[src/rtl/irqt_pkg.sv]
package irqt_pkg;
  localparam int CTRL_REARM_BIT = 0;
  localparam int CTRL_EN_BIT    = 1;
  localparam int CTRL_CYC_BIT   = 2;

  typedef struct packed {
    logic cyc;
    logic en;
    logic rearm;
  } irqt_cfg_t;
endpackage

[src/rtl/irqt_ctrl.sv]
module irqt_ctrl
  import irqt_pkg::*;
#(
  parameter int DW = 8
) (
  input  logic          clk,
  input  logic          rst,
  input  logic          wr_reload,
  input  logic          wr_ctrl,
  input  logic          wr_ack,
  input  logic [DW-1:0] wr_data,
  output logic [DW-1:0] reload_q,
  output irqt_cfg_t     cfg_q,
  output logic          restart
);
  assign restart = wr_ctrl && wr_data[CTRL_EN_BIT];

  always_ff @(posedge clk) begin
    if (rst) begin
      reload_q <= '0;
      cfg_q    <= '0;
    end else begin
      if (wr_reload) reload_q <= wr_data;
      if (wr_ctrl) begin
        cfg_q.rearm <= wr_data[CTRL_REARM_BIT];
        cfg_q.en    <= wr_data[CTRL_EN_BIT];
        cfg_q.cyc   <= wr_data[CTRL_CYC_BIT];
      end else if (wr_ack) begin
        cfg_q.en <= cfg_q.rearm;
      end
    end
  end

  AST_ACK_REARMS: assert property (@(posedge clk) disable iff (rst)
    (wr_ack && !wr_ctrl) |=> (cfg_q.en == $past(cfg_q.rearm)));
  AST_CTRL_FIELDS: assert property (@(posedge clk) disable iff (rst)
    wr_ctrl |=> (cfg_q.cyc == $past(wr_data[CTRL_CYC_BIT])));
endmodule

[src/rtl/irqt_prescaler.sv]
module irqt_prescaler #(
  parameter int PERIOD = 341,
  parameter int STEP   = 3
) (
  input  logic clk,
  input  logic rst,
  input  logic restart,
  input  logic advance,
  output logic line_pulse
);
  localparam int PW = $clog2(PERIOD + 1);
  localparam logic [PW-1:0] PER_V  = PW'(PERIOD);
  localparam logic [PW-1:0] STEP_V = PW'(STEP);
  localparam logic [PW-1:0] WRAP_V = PW'(PERIOD - STEP);

  logic [PW-1:0] pre_q;
  logic          expire;

  assign expire     = (pre_q <= STEP_V);
  assign line_pulse = advance && expire;

  always_ff @(posedge clk) begin
    if (rst || restart) begin
      pre_q <= PER_V;
    end else if (advance) begin
      if (expire) pre_q <= pre_q + WRAP_V;
      else        pre_q <= pre_q - STEP_V;
    end
  end

  AST_PRE_RANGE: assert property (@(posedge clk) disable iff (rst)
    (pre_q >= PW'(1)) && (pre_q <= PER_V));
  AST_PRE_RESTART: assert property (@(posedge clk) disable iff (rst)
    restart |=> (pre_q == PER_V));
  AST_PRE_IDLE: assert property (@(posedge clk) disable iff (rst)
    (!advance && !restart) |=> $stable(pre_q));
endmodule

[src/rtl/irqt_counter.sv]
module irqt_counter #(
  parameter int W = 8
) (
  input  logic         clk,
  input  logic         rst,
  input  logic         restart,
  input  logic         hold,
  input  logic         bump,
  input  logic         ack,
  input  logic [W-1:0] reload,
  output logic         pending
);
  localparam logic [W-1:0] TOP_V = {W{1'b1}};

  logic [W-1:0] cnt_q;
  logic         wrap;

  assign wrap = bump && (cnt_q == TOP_V);

  always_ff @(posedge clk) begin
    if (rst) begin
      cnt_q   <= '0;
      pending <= 1'b0;
    end else begin
      if (restart)   cnt_q <= reload;
      else if (wrap) cnt_q <= reload;
      else if (bump) cnt_q <= cnt_q + W'(1);

      if (hold)      pending <= 1'b0;
      else if (wrap) pending <= 1'b1;
      else if (ack)  pending <= 1'b0;
    end
  end

  AST_WRAP_RAISES: assert property (@(posedge clk) disable iff (rst)
    (wrap && !hold) |=> pending);
  AST_RESTART_LOADS: assert property (@(posedge clk) disable iff (rst)
    restart |=> (cnt_q == $past(reload)));
  AST_IDLE_STABLE: assert property (@(posedge clk) disable iff (rst)
    (!bump && !restart) |=> $stable(cnt_q));
  AST_ACK_DROPS: assert property (@(posedge clk) disable iff (rst)
    (ack && !hold && !wrap) |=> !pending);
  AST_CTRL_DROPS: assert property (@(posedge clk) disable iff (rst)
    hold |=> !pending);
endmodule

[src/rtl/irqt_top.sv]
module irqt_top
  import irqt_pkg::*;
#(
  parameter int DW     = 8,
  parameter int PERIOD = 341,
  parameter int STEP   = 3
) (
  input  logic          clk,
  input  logic          rst,
  input  logic          cpu_tick,
  input  logic          wr_reload,
  input  logic          wr_ctrl,
  input  logic          wr_ack,
  input  logic [DW-1:0] wr_data,
  output logic          irq
);
  irqt_cfg_t     cfg;
  logic [DW-1:0] reload;
  logic          restart;
  logic          count_en;
  logic          line_pulse;
  logic          bump;

  irqt_ctrl #(.DW(DW)) u_ctrl (
    .clk(clk), .rst(rst), .wr_reload(wr_reload), .wr_ctrl(wr_ctrl),
    .wr_ack(wr_ack), .wr_data(wr_data), .reload_q(reload),
    .cfg_q(cfg), .restart(restart)
  );

  assign count_en = cfg.en && cpu_tick && !wr_ctrl;
  assign bump     = count_en && (cfg.cyc || line_pulse);

  irqt_prescaler #(.PERIOD(PERIOD), .STEP(STEP)) u_pre (
    .clk(clk), .rst(rst), .restart(restart),
    .advance(count_en && !cfg.cyc), .line_pulse(line_pulse)
  );

  irqt_counter #(.W(DW)) u_cnt (
    .clk(clk), .rst(rst), .restart(restart), .hold(wr_ctrl),
    .bump(bump), .ack(wr_ack), .reload(reload), .pending(irq)
  );

  AST_NO_COUNT_OFF: assert property (@(posedge clk) disable iff (rst)
    (!cfg.en || !cpu_tick) |-> !bump);
  AST_CTRL_WINS: assert property (@(posedge clk) disable iff (rst)
    wr_ctrl |-> !bump);
endmodule

[config.mk]
export PLATFORM = sky130hd
export DESIGN_NAME = irqt_top
export DESIGN_NICKNAME = d
export VERILOG_FILES = /design/src/rtl/irqt_pkg.sv /design/src/rtl/irqt_ctrl.sv /design/src/rtl/irqt_prescaler.sv /design/src/rtl/irqt_counter.sv /design/src/rtl/irqt_top.sv
export SDC_FILE = /design/constraint.sdc
export NUM_CORES = 1
export LEC_CHECK = 0
export BUFFER_PORTS_ARGS = -buffer_cell sky130_fd_sc_hd__buf_2
export CAP_MARGIN = 20
export CORE_MARGIN = 4
export CORE_UTILIZATION = 40
export CTS_CLUSTER_DIAMETER = 120
export DETAILED_ROUTE_END_ITERATION = 7
export MAX_ROUTING_LAYER = met4
export PLACE_DENSITY = 0.57
export SLEW_MARGIN = 10
export SYNTH_ARGS = -nofsm -noshare
export SYNTH_HDL_FRONTEND = slang
export SYNTH_HIERARCHICAL = 1
export SYNTH_SLANG_ARGS = --single-unit
export TNS_END_PERCENT = 1
[constraint.sdc]
create_clock -name clk -period 7.4 [get_ports clk]
set_input_delay 1.85 -clock clk [delete_from_list [all_inputs] [get_ports clk]]
set_output_delay 1.85 -clock clk [all_outputs]
set_load 0.03 [all_outputs]
; Word-level counts from Yosys, hierarchy flattened
; Cells that the tools add are included.
[totals]
out_inout_bits = 1
word_cells = 35
romBits = 0
latch_bits = 0
ff_bits = 29
inputBits = 14
n_memories = 0
ramBits = 0
[classes]
n_eq_ne = 1
muxes = 8
add_sub_neg = 3
magnitude_cmp = 1
reduce_logical = 15
n_mul = 0
shifts = 0
div = 0
bitwise = 0
[ops]
columns = op, n
row1 = $mux 8, 3
row2 = $add 9x9->9 const B, 1
row3 = $le 9x2->1 const B, 1
row4 = $mux 9, 1
row5 = $sub 9x2->9 const B, 1
row6 = $add 8x1->8 const B, 1
row7 = $eq 8x8->1 const B, 1
row8 = $logic_and 1x1->1, 7
row9 = $mux 1, 4
row10 = $reduce_bool 2->1, 2
row11 = $reduce_bool 3->1, 1
row12 = $logic_not 1->1, 2
row13 = $logic_or 1x1->1, 2
row14 = $reduce_or 2->1, 1

; Logic depth before layout (Yosys ltp)
[logic_depth]
depth_word = 9
ltp_mapped = 11
depth_no_buf = 10

; Modules after synthesis
; The synthesis kept the hierarchy.
[by_module_without_submodules]
columns = mod, area_each_um2, cells_each, n_inst, seq_area_each_um2
row1 = irqt_prescaler, 606.8, 61, 1, 180.2
row2 = irqt_counter, 566.8, 65, 1, 180.2
row3 = irqt_ctrl, 414.1, 38, 1, 220.2
row4 = irqt_top, 33.8, 4, 1, 0.0

; Least setup slack after synthesis
; No wires, ideal clock.
[synth_timing]
path_type = input -> register
start = input wr_ctrl
end = register u_cnt.cnt_q[2]
required_ps = 7283
path_stages = 10
setup_time_ps = 117
setup_slack_ps = 3328
path_buffers = 0
arrival_time_ps = 3956
path_cell_list = nand3b_4 -> nor2_1 -> nor4b_4 -> and3_2 -> nor2_1 -> nor2_2 -> nand4_1 -> o21a_2 -> mux2_4 -> a22o_1
[synth_between]
elab_chain_len = 9
word_cells_on_any_way = 11
cone_classes = mux (2) / reduce/logical (9)
[synth_lines]
columns = item, line
row1 = start: declaration, irqt_top.sv:12  ; input logic wr_ctrl,
row2 = $logic_not 1->1 *, irqt_top.sv:30  ; assign count_en = cfg.en && cpu_tick && !wr_ctrl;
row3 = $logic_and 1x1->1 *, irqt_top.sv:30
row4 = $logic_and 1x1->1 *, irqt_top.sv:35  ; .advance(count_en && !cfg.cyc), .line_pulse(line_pulse)
row5 = $logic_and 1x1->1 *, irqt_prescaler.sv:20  ; assign line_pulse = advance && expire;
row6 = net line_pulse, irqt_top.sv:21  ; logic line_pulse;
row7 = $logic_or 1x1->1 *, irqt_top.sv:31  ; assign bump = count_en && (cfg.cyc || line_pulse);
row8 = $logic_and 1x1->1 *, irqt_top.sv:31
row9 = net bump, irqt_top.sv:22  ; logic bump;
row10 = $logic_and 1x1->1, irqt_counter.sv:18  ; assign wrap = bump && (cnt_q == TOP_V);
row11 = $mux 8, irqt_counter.sv:26  ; else if (wrap) cnt_q <= reload;
row12 = $mux 8, irqt_counter.sv:25  ; if (restart) cnt_q <= reload;
row13 = end signal: assignment, irqt_counter.sv:25
row14 = end signal: assignment, irqt_counter.sv:26
row15 = end signal: assignment, irqt_counter.sv:27  ; else if (bump) cnt_q <= cnt_q + W'(1);
row16 = end: declaration, irqt_counter.sv:15  ; logic [W-1:0] cnt_q;
; Mark *: on every way through the listed nets, which the timed path passes. The rest lies on a longest branch.
; A chain may end at the register's enable or synchronous reset.

; Worst setup path after layout
; Same ends and word-level chain as after synthesis.

==> metrics.csv <==
metric,value,unit
status,"finished, final reports clean",
CP most frequent cell,nor2_1,
CP Max Fanout,12,
RSZ-0062 raised after global routing,no,
Cell Pwr Density,188,nW/um^2
Synth Cell Area,1620,um^2
largest net degree at the start of global routing,29,
Fin. Hold Viols,0,
Layout Nets,202,
layout overhead on the synthesized area,11.1,%
CTS H-Tree Depth,2,
cell area after layout,1800,um^2
total CTS buffers,5,
number of hold buffers added after CTS,0,
"Seq/Total Area, Yosys",0.358,
CTS tree,done,
Post-synth EDFFs,0,
min cycle time layout,4520,ps
element type at the critical path end,flop,
cell taking the most area after synthesis,dfxtp_1,
Sink Count,29,
Pre-Repair DR Iteration Count,4,
overall power,339,uW
area of the die,5140,um^2
Critical R2R Launch,u_ctrl/cfg_q[1],
most frequent cells in the layout,"dfxtp_1, nor2_1, buf_2, mux2i_1, nor3_1",
"Clk Latency, worst-skew pair",280,ps
total track usage,0.149,
DRC,0,
Avg WL per Cell,15.1,um
gpl congestion,0.827,
DP Area,1700,um^2
maximum vdd ir drop,0.109,mV
PortBufs,14,
CP Class,primary input to flop,
routed vias/inst,5.84,
Synth Net Count,186,
first-pass GRT wire length,5840,um
antenna violations before repair,0,
# setup viols final,0,
launch point of the critical path,wr_ctrl,
I/O pin cnt,15,
CP max-delay cell,nor2_1,
Cells after DPL,225,
crit path capture,u_cnt/cnt_q[2],
f_max,0.221,GHz
Cells after Synth,168,
"Clk pin slew, worst setup/hold paths",70,ps
vias in the first global route,1270,
"Largest delay share family, worst path",simple AND/OR/NAND/NOR gates,
share of layout cells above drive strength 1,0.211,
Tcrit/Tclk final,0.611,
DIE WIDTH,71.7,um
Post-CTS Setup Bufs,0,
Crit Reg-Reg Endpoint,u_cnt/cnt_q[2],
num rows,22,
Final ANT Viol Nets,0,
setup ws final,2880,ps
r2r worst-path depth,10,
Mean Syn Cell Area,9.65,um^2
leak pwr,0.000702,uW
Longest Clk Path Bufs,2,
startpoint type of the worst setup path,primary input,
Ys Warns,6,
r2r setup slk,4310,ps
Post-synth ARST share,0,
post-synth cell types,54,
core area,3800,um^2
"Critical Path, Cell by Cell",buf_2 -> nand3b_4 -> nor2_1 -> nor4b_4 -> and3_2 -> nor2_1 -> nor2_2 -> nand4_1 -> o21a_2 -> mux2_4 -> a22o_1,
Max Slew Vio Count,0,
Vias,1360,
final wirelength,3510,um
Initial Util,0.427,
Non-Filler Instances,233,
Worst-Margin Slew,601,ps
clock skew,8.61,ps
dpl hpwl,2410,um
"slowest stage delay, CP",470,ps
top_reg_cell synth,dfxtp_1,
worst path bufs/invs,1,
hold crit path type,flop to flop,
n_diodes,0,
CTS resizes,0,
setup_tns,0,ps
"worst slack, placed",2640,ps
Iter 0 DRT Violations,125,
WP data arrival,4700,ps
Die Y,71.7,um
Slew headroom,0.598,
grt total ovfl,0,
Root Driver,clkbuf_8,
max cap viols,0,
number of synthesized register bits,29,
"commonest non-fill, non-tap cell in the layout",dfxtp_1,
Required @ worst endpoint,7580,ps
Yosys top cell area share,0.358,
top post-synthesis cells by area,"dfxtp_1, mux2i_1, nor2_1",
Crit path depth,11,
[registers in the layout, summed over array words and instances, names as in the netlist]
register         cells
u_cnt/pending        1
u_cnt/cnt_q          8
u_ctrl/reload_q      8
u_ctrl/cfg_q         3
u_pre/pre_q          9
[layer usage]
metal	track usage	vias up	wire length (um)
li1	-	665	-
met1	0.199	653	1700
met2	0.202	38	1510
met3	0.0505	4	254
met4	0.0647	0	44
met5	-	-	0
[report_power, final]
group | leakage (uW) | internal (uW) | switching (uW) | total (uW)
clock network | 0.0000542 | 83.9 | 60.2 | 144
registers | 0.000237 | 162 | 6.18 | 168
logic | 0.000411 | 11.9 | 15.2 | 27.2
[layout make-up]
cell class	count	area [um^2]
Clock buffer	7	96.3
Clock inverter	1	5.00
Fill cell	380	2000
Inverter	4	15.0
Multi-Input combinational cell	130	975
Sequential cell	29	581
Tap cell	48	60.1
Timing Repair Buffer	14	70.1
[per-stage QoR]
stage           util  hold slack [ps]
2_1_floorplan      -              454
3_5_place_dp   0.448              490
6_report       0.474              500
3_3_place_gp   0.448              473
4_1_cts        0.474              501
5_1_grt        0.474              525
[worst min path at each step]
stage,start,to,cells past startpoint
2_1_floorplan,u_ctrl/reload_q[7],u_cnt/cnt_q[7],2
3_3_place_gp,u_cnt/pending,u_cnt/pending,2
3_5_place_dp,u_ctrl/cfg_q[0],u_ctrl/cfg_q[0],2
4_1_cts,u_ctrl/reload_q[7],u_cnt/cnt_q[7],2
5_1_grt,u_ctrl/reload_q[7],u_cnt/cnt_q[7],2
6_report,u_ctrl/cfg_q[0],u_ctrl/cfg_q[0],2
[logic make-up after synthesis]
logic type	synth area share
AOI/OAI and AO/OA	0.157
xor gates and xnor gates	0.0108
DFF	0.358
muxes	0.103
buffers and inverters	0.0409
adders and majority gates	0.0309
and+or+nand+nor	0.299
[tightest hold or removal path, cell delays in order, from the launching register on]
cell and delay, ps:
dfxtp_1 330, mux2i_1 70, nor2_1 70
[cells in the mapped netlist, types with 2 or more instances]
library cell and instances:
dfxtp_1 29, nand3b_1 2, nor2_1 23, nor4b_1 3, buf_6 3, o21ai_0 2
nand3_1 3, nand4_1 4, mux2i_1 14, and4_2 2, a21oi_1 6, a31oi_1 2
nor2b_1 4, ha_1 4, a22oi_1 3, xnor2_1 2, nor4_1 2, inv_1 4
nand2_1 6, nor3_1 8, a211oi_1 3, nand2b_1 3, nor3b_1 2, or4_1 2
a311oi_1 2, o21ai_1 2
Power figures use the tool's default switching activity.
